### config.mk
export PLATFORM = sky130hd
export DESIGN_NAME = xbus_strobe_gen
export DESIGN_NICKNAME = d
export VERILOG_FILES = /design/src/rtl/xbs_pkg.sv /design/src/rtl/xbs_rst_qual.sv /design/src/rtl/xbs_phase_ctr.sv /design/src/rtl/xbs_strobe_fsm.sv /design/src/rtl/xbus_strobe_gen.sv
export SDC_FILE = /design/constraint.sdc
export NUM_CORES = 1
export LEC_CHECK = 0
export ABC_AREA = 1
export BUFFER_PORTS_ARGS = -buffer_cell sky130_fd_sc_hd__buf_4
export CORE_AREA = 2 2 53 55
export DETAILED_ROUTE_END_ITERATION = 8
export DIE_AREA = 0 0 55 57
export PLACE_DENSITY = 0.53
export SLEW_MARGIN = 10
export SYNTH_ARGS = -nofsm -noshare
export SYNTH_HDL_FRONTEND = slang
export SYNTH_SLANG_ARGS = --single-unit
### constraint.sdc
create_clock -name clk -period 2.1 [get_ports clk]
set_clock_uncertainty 0.1 [all_clocks]
set_input_delay 0.525 -clock clk [delete_from_list [all_inputs] [get_ports clk]]
set_output_delay 0.525 -clock clk [all_outputs]
set_load 0.01 [all_outputs]
### src/rtl/xbs_pkg.sv
package xbs_pkg;

    typedef enum logic [1:0] {
        ACC_INT    = 2'd0,
        ACC_XFETCH = 2'd1,
        ACC_XDATA  = 2'd2,
        ACC_TABLE  = 2'd3
    } acc_e;

    typedef enum logic [1:0] {
        ST_RESET = 2'd0,
        ST_RUN   = 2'd1,
        ST_IDLE  = 2'd2,
        ST_PDOWN = 2'd3
    } bus_st_e;

endpackage

### src/rtl/xbs_rst_qual.sv
module xbs_rst_qual #(
    parameter int HOLD = 24
) (
    input  logic clk,
    input  logic rst_pin,
    output logic rst_ok
);
    localparam int CW = $clog2(HOLD + 1);

    logic [CW-1:0] hi_cnt;

    // count consecutive high samples, saturating at HOLD
    always_ff @(posedge clk) begin
        if (!rst_pin)
            hi_cnt <= '0;
        else if (hi_cnt != CW'(HOLD))
            hi_cnt <= hi_cnt + 1'b1;
    end

    assign rst_ok = (hi_cnt == CW'(HOLD));

    assert_reset_needs_pin_R1: assert property (@(posedge clk)
        rst_ok |-> $past(rst_pin));

endmodule

### src/rtl/xbs_phase_ctr.sv
module xbs_phase_ctr #(
    parameter int LEN = 12,
    parameter int PW  = 4
) (
    input  logic          clk,
    input  logic          clr,
    input  logic          en,
    output logic [PW-1:0] phase,
    output logic          last
);
    assign last = (phase == PW'(LEN - 1));

    always_ff @(posedge clk) begin
        if (clr)
            phase <= '0;
        else if (en)
            phase <= last ? '0 : phase + 1'b1;
    end

    assert_phase_step_R3: assert property (@(posedge clk) disable iff (clr)
        en |=> (phase == '0 || phase == $past(phase) + 1'b1));

    assert_phase_range_R3: assert property (@(posedge clk) disable iff (clr)
        phase < PW'(LEN));

endmodule

### src/rtl/xbs_strobe_fsm.sv
module xbs_strobe_fsm
    import xbs_pkg::*;
#(
    parameter int LEN   = 12,
    parameter int PW    = 4,
    parameter int ALE_W = 2,
    parameter int PS_W  = 3
) (
    input  logic          clk,
    input  logic          rst_ok,
    input  logic [PW-1:0] phase,
    input  logic          last,
    input  logic [1:0]    acc_type,
    input  logic          ale_off,
    input  logic          idle_req,
    input  logic          pdown_req,
    output logic          ctr_en,
    output logic          ale,
    output logic          ale_strong,
    output logic          psen_n
);
    localparam int HALF   = LEN / 2;
    localparam int PS_OFF = ALE_W + 1;

    bus_st_e state, state_nx;
    acc_e    acc_q;

    logic          in_first;
    logic [PW-1:0] half_off;
    logic          ale_slot;
    logic          ps_slot;

    assign ctr_en = (state == ST_RUN) || (state == ST_IDLE);

    // next-state logic: mode changes only at a machine-cycle boundary
    always_comb begin
        state_nx = state;
        unique case (state)
            ST_RESET: state_nx = ST_RUN;                   // release
            ST_RUN: begin
                if (last && pdown_req)     state_nx = ST_PDOWN; // halt
                else if (last && idle_req) state_nx = ST_IDLE;  // sleep
            end
            ST_IDLE: begin
                if (last && pdown_req)      state_nx = ST_PDOWN; // halt
                else if (last && !idle_req) state_nx = ST_RUN;   // wake
            end
            ST_PDOWN: state_nx = ST_PDOWN;
        endcase
    end

    // state register and access-type latch
    always_ff @(posedge clk) begin
        if (rst_ok)
            state <= ST_RESET;                             // qualified reset
        else
            state <= state_nx;
        if (state == ST_RESET || (ctr_en && last))
            acc_q <= acc_e'(acc_type);
    end

    assign in_first = (phase < PW'(HALF));
    assign half_off = in_first ? phase : phase - PW'(HALF);
    assign ale_slot = (half_off < PW'(ALE_W));
    assign ps_slot  = (half_off >= PW'(PS_OFF)) && (half_off < PW'(PS_OFF + PS_W));

    // output logic
    always_comb begin
        ale        = 1'b0;
        ale_strong = 1'b1;
        psen_n     = 1'b1;
        unique case (state)
            ST_RESET, ST_IDLE: ale = 1'b1;
            ST_PDOWN: begin
                ale    = 1'b0;
                psen_n = 1'b0;
            end
            ST_RUN: begin
                unique case (acc_q)
                    ACC_INT: begin
                        if (ale_off) begin
                            ale        = 1'b1;
                            ale_strong = 1'b0;
                        end else begin
                            ale = ale_slot;
                        end
                    end
                    ACC_XFETCH, ACC_TABLE: begin
                        ale    = ale_slot;
                        psen_n = !ps_slot;
                    end
                    ACC_XDATA: ale = ale_slot && in_first;
                endcase
            end
        endcase
    end

    assert_psen_fetch_only_R6: assert property (@(posedge clk) disable iff (rst_ok)
        (state == ST_RUN && !psen_n) |-> (acc_q == ACC_XFETCH || acc_q == ACC_TABLE));

    assert_idle_pins_R10: assert property (@(posedge clk) disable iff (rst_ok)
        (state == ST_IDLE) |-> (ale && psen_n && ale_strong));

    assert_pdown_freeze_R11: assert property (@(posedge clk) disable iff (rst_ok)
        (state == ST_PDOWN) |=> $stable(phase));

endmodule

### src/rtl/xbus_strobe_gen.sv
module xbus_strobe_gen #(
    parameter int CYC_LEN    = 12,
    parameter int RST_CYCLES = 2,
    parameter int ALE_W      = 2,
    parameter int PSEN_W     = 3,
    localparam int PH_W      = $clog2(CYC_LEN)
) (
    input  logic            clk,
    input  logic            rst_pin,
    input  logic [1:0]      acc_type,
    input  logic            ale_off,
    input  logic            idle_req,
    input  logic            pdown_req,
    output logic            ale,
    output logic            ale_strong,
    output logic            psen_n,
    output logic [PH_W-1:0] phase
);
    localparam int HOLD = CYC_LEN * RST_CYCLES;

    logic rst_ok;
    logic ctr_en;
    logic last;

    xbs_rst_qual #(.HOLD(HOLD)) u_rst (
        .clk     (clk),
        .rst_pin (rst_pin),
        .rst_ok  (rst_ok)
    );

    xbs_phase_ctr #(.LEN(CYC_LEN), .PW(PH_W)) u_ctr (
        .clk   (clk),
        .clr   (rst_ok),
        .en    (ctr_en),
        .phase (phase),
        .last  (last)
    );

    xbs_strobe_fsm #(.LEN(CYC_LEN), .PW(PH_W), .ALE_W(ALE_W), .PS_W(PSEN_W)) u_fsm (
        .clk        (clk),
        .rst_ok     (rst_ok),
        .phase      (phase),
        .last       (last),
        .acc_type   (acc_type),
        .ale_off    (ale_off),
        .idle_req   (idle_req),
        .pdown_req  (pdown_req),
        .ctr_en     (ctr_en),
        .ale        (ale),
        .ale_strong (ale_strong),
        .psen_n     (psen_n)
    );

    assert_no_overlap_R12: assert property (@(posedge clk)
        !(ale && ale_strong && !psen_n));

    assert_reset_phase_R2: assert property (@(posedge clk)
        rst_ok |=> (phase == '0));

endmodule

### Word-level counts from Yosys, hierarchy flattened

Cells that the tools add are included.

* reduce and logical (&&, ||, !) cells: 15
* equality and inequality tests: 11
* shift-type cells: 0
* bitwise operators: 0
* $mul: 0
* multiplexer cells: 15
* magnitude comparators: 4
* add/sub/neg operators: 3
* div/mod/pow operators: 0

Operators by type and width (count)
* 2-bit equality test, second input constant: 4
* 4-bit by 3-bit < comparator with 1-bit output, second input constant: 2
* 2-bit two-way mux: 4
* 4-bit two-way mux: 2
* 2-bit one-hot mux with 4 select lines: 1
* 1-bit logical AND: 6
* 3-bit inequality test, second input constant: 2
* 1-bit one-hot mux with 3 select lines: 2
* 5-bit by 1-bit adder with 5-bit output, second input constant: 1
* 5-bit equality test, second input constant: 1
* 1-bit two-way mux: 5
* 5-bit inequality test, second input constant: 1
* 4-bit by 1-bit adder with 4-bit output, second input constant: 1
* 2-bit by 1-bit equality test with 1-bit output, second input constant: 2
* 4-bit equality test, second input constant: 1
* 4-bit by 2-bit greater-or-equal comparator with 1-bit output, second input constant: 1
* 2-bit logical NOT: 2
* 4-bit by 2-bit < comparator with 1-bit output, second input constant: 1
* 2-bit OR reduction: 2
* 4-bit by 3-bit subtractor with 4-bit output, second input constant: 1
* 1-bit logical NOT: 2
* 1-bit logical OR: 2
* 1-bit one-hot mux with 2 select lines: 1
* 2-bit AND reduction: 1

* memory bits (writable): 0
* latch bits: 0
* output and inout port bits: 7
* memories: 0
* register bits: 13
* bits in read-only memories: 0

### Depth between registers and ports, before layout

* word-level depth: 7
* mapped depth: 9
* gate-level depth less buffers: 9

### Cells and area by module

Synthesis repeated with hierarchy kept, for this count alone.

* cell total of the unflattened synthesis: 132
* area total of the unflattened synthesis: 897.1 um2

Modules (own cells, without submodules)
* xbs_strobe_fsm: area an instance 432.9 um2, instances 1, cells each 68
* xbs_rst_qual: area an instance 270.3 um2, instances 1, cells each 37
* xbs_phase_ctr: area an instance 193.9 um2, instances 1, cells each 27

### Worst setup path before layout

No wires, ideal clock.

* path kind: flip-flop to output port
* from: register u_fsm.state[1]
* to: output port ale
* path slack: 0.399 ns
* stages on the path, launching flop included: 5
* buffers on the path: 0
* arrival: 1.076 ns
* cell sequence: dfxtp_1 -> inv_1 -> ha_1 -> nand4_1 -> nand3b_1

* word-level cells in the longest chain between the ends: 3

Ends and longest elaborated chain
* start, declared: RTL line xbs_strobe_fsm.sv:25 `bus_st_e state, state_nx;`
* start signal, assigned: RTL line xbs_strobe_fsm.sv:57 `state <= state_nx;`
* 2-bit equality test / 2-bit logical NOT (equally long branches): RTL line xbs_strobe_fsm.sv:72 `unique case (state)`
* 2-bit OR reduction: RTL line xbs_strobe_fsm.sv:72
* 1-bit one-hot mux with 3 select lines *: RTL line xbs_strobe_fsm.sv:72
* end, declared: RTL line xbus_strobe_gen.sv:14 `output logic ale,`

Mark *: on every way between the ends. The rest lies on a longest branch, timed or not.

### Worst setup path in the final report

* from: register u_fsm.state[1]
* to: output port psen_n

* word-level cells in the longest chain between the ends: 2

Ends and longest elaborated chain
* 2-bit by 1-bit equality test with 1-bit output / 2-bit equality test (equally long branches): RTL line xbs_strobe_fsm.sv:72
* 1-bit one-hot mux with 2 select lines *: RTL line xbs_strobe_fsm.sv:72
* end, declared: RTL line xbus_strobe_gen.sv:16 `output logic psen_n,`

Marked as above.

==> out/qor.csv <==
stage,metric,value,unit
die,horizontal die dimension,55,um
critical_path,CP endpoint kind,primary output,
run_status,result of the run,finished clean,
sta,minimum setup slack in the final design,0.0780,ns
synthesis,Cells after Synth,104,
sta,setup violators final,0,
synthesis,synthesized area per cell,7.58,um^2
sta,worst rel slew slack,77.0,%
global_route,global-route wire length before repair,2420,um
clock_network,clock sink count,13,
die,floorplan core area,2620,um^2
synthesis,total of warnings raised by yosys,0,
sta,Final Hold Fails,0,
synthesis,number of different library cells in the post-synthesis netlist,25,
clock_network,number of gates given a new drive strength after cts,1,
die,Die Footprint,3140,um^2
critical_path,startpoint type of the worst setup path,flop,
clock_network,cts bufs inserted,3,
finish,share of final-layout standard cells stronger than drive strength 1,22.3,%
critical_path,data arrival time of the critical path,1.40,ns
routing,count of unresolved DRC violations after routing,0,
die,Std-Cell Rows,19,
routing,aggregate routed wire length,1440,um
finish,"most common cell after layout, fill and taps aside",inv_1,
power_and_ir_drop,Worst IR Drop VDD,0.529,mV
clock_network,count of buffers added by post-CTS timing repair for setup,0,
finish,post-route cell area,955,um^2
synthesis,Post-Synthesis Net Count,118,
sta,transition time at the pin with the least slew margin,0.342,ns
finish,number of antenna diodes,0,
die,Starting Density,30.1,%
sta,share of the clock period used by the worst path,96.3,%
global_route,number of global-route vias before repair,596,
power_and_ir_drop,Leak Pwr,0.454,nW
critical_path,"critical path fanouts, max",7,
synthesis,register area share after synthesis,35.6,%
critical_path,series of cell instances along the critical path,"inv_1, ha_2, nor2_1, a21oi_1, nand2_1, buf_4",
power_and_ir_drop,PD cells,1370,nW/um^2
place,total placed instance area,925,um^2
routing,average detailed-routed wire length per instance,9.48,um
synthesis,post-synth top area share,27.9,%
routing,DR vias,677,
synthesis,Mapped Area,788,um^2
sta,count of pins over their slew limit,0,
routing,detailed router's first-iteration violation count,5,
clock_network,clock slew at reported path FFs,0.08,ns
place,routability congestion estimate from global placement,0.712,
global_route,remaining global-route overflow,0,
flow_run,# Max-Cap Violations,0,
sta,Setup TNS Final,0,ns
die,Die Y-Extent,57,um
sta,time the worst path needs with I/O delays and setup,2.02,ns
finish,"commonest cells after routing, fill and taps aside","inv_1 (18), nand2_1 (14), nor2_1 (13), buf_4 (13), dfxtp_1 (10)",
routing,final antenna-violating net count,0,
worst_hold_path,Worst Hold Class,input port to flop,
routing,number of detailed-routing iterations run before antenna repair,2,
critical_path,max incr delay on CP,0.34,ns
critical_path,cell class contributing the biggest share of worst-path delay,flip-flops,
clock_network,H-tree level count,1,
place,count of port buffers added during placement,13,
synthesis,flip-flop and latch count after synthesis,13,
critical_path,CP bufs+invs,2,
clock_network,clk_lat worst skew,0.27,ns
routing,drt via density,4.45,
clock_network,clock tree from TritonCTS,built,
sta,achievable clock frequency,495,MHz
clock_network,Clock Tree Buf Depth,2,
sta,RSZ-0062 raised after global routing,no,
clock_network,CTS Root Buffer Type,clkbuf_4,
finish,layout-stage area growth over the synthesis result,21.1,%
critical_path,kind of critical path,flop to primary output,
critical_path,"Slowest-stage cell, CP",dfxtp_1,
place,HPWL after DPL,1200,um
synthesis,post-synthesis cell type with the largest combined area,dfxtp_1,
place,placement-stage worst setup slack,0.289,ns
synthesis,main area contributors after synthesis,"dfxtp_1 (28%), ha_1 (11%), inv_1 (8.6%)",
die,number of I/O pins,14,
finish,nets@finish,136,
critical_path,endpoint required time on the critical path,1.47,ns
global_route,pin count of the biggest net entering global routing,8,
global_route,total global-route track usage,10.5,%
global_route,number of antenna violations at the first check in global routing,0,
clock_network,number of hold buffers added after cts,0,
## Yosys cell counts, drive strengths merged
library cell / instances
a21boi: 1
o21ai: 10
edfxtp: 2
inv: 18
dfxtp: 11
o211ai: 1
nor3b: 1
nor2: 15
a21oi: 5
or2: 1
xor2: 2
or3: 1
nand4: 4
ha: 7
nand3b: 1
nand2: 18
nand3: 5
nor3: 1
## power by group
part	internal [W]	leakage, nW	switching [W]
logic	0.000331	0.329	0.000396
clock network	0.0000736	0.0150	0.0000780
registers	0.000341	0.110	0.0000932
## routing by layer
layer	vias up	GRT usage, %	wire, um
met5	-	0	0
met4	0	6.27	27
met3	4	2.36	61
met2	14	15.3	661
met1	289	13.7	691
li1	370	-	-
## worst register-to-register path, stage by stage, from the launching register on
cell and delay, ns:
dfxtp_1 0.39, inv_1 0.10, ha_1 0.36, inv_1 0.08, o21ai_0 0.32
## registers in the layout, indices dropped and copies added (netlist names)
signal        flops
u_rst.hi_cnt      5
u_ctr.phase       4
u_fsm.acc_q       2
u_fsm.state       2
## area by class of cell
| class | instances | area, um^2 |
|---|---|---|
| Clock buffer | 4 | 26.3 |
| Fill cell | 294 | 1660 |
| Inverter | 18 | 67.6 |
| Multi-Input combinational cell | 73 | 443 |
| Sequential cell | 13 | 282 |
| Tap cell | 31 | 38.8 |
| Timing Repair Buffer | 13 | 97.6 |
## cell families (layout without fill, tap and decap cells)
| logic type | after synthesis | in the layout | share of synthesized area [%] |
|---|---|---|---|
| buffers and inverters | 18 | 35 | 8.57 |
| adders and majority gates | 7 | 7 | 11.1 |
| AOI/OAI and AO/OA | 17 | 17 | 12.4 |
| and+or+nand+nor | 47 | 47 | 30.2 |
| xor gates and xnor gates | 2 | 2 | 2.22 |
| DFF | 13 | 13 | 35.6 |
## through the flow
stage	hold slack (ns)	instances	power (W)	utilization [%]
final	0.327	152	0.00131	36.5
after global routing	0.304	152	0.00147	36.5
after CTS	0.312	152	0.00133	36.5
after detailed placement	0.394	148	0.00117	35.4
after global placement	0.376	148	0.00117	35.4
after floorplan	0.359	104	0.000941	-
## path summary, 6_finish.rpt
path,slack (ns),cells past startpoint,start,to
min reg2reg,0.40,2,u_rst.hi_cnt[1],u_rst.hi_cnt[1]
min,0.33,1,acc_type[1],u_fsm.acc_q[1]
max,0.08,6,u_fsm.state[1],psen_n
max reg2reg,0.42,4,u_fsm.state[0],u_fsm.acc_q[1]
No activity file was read; power rests on OpenSTA's default activity.
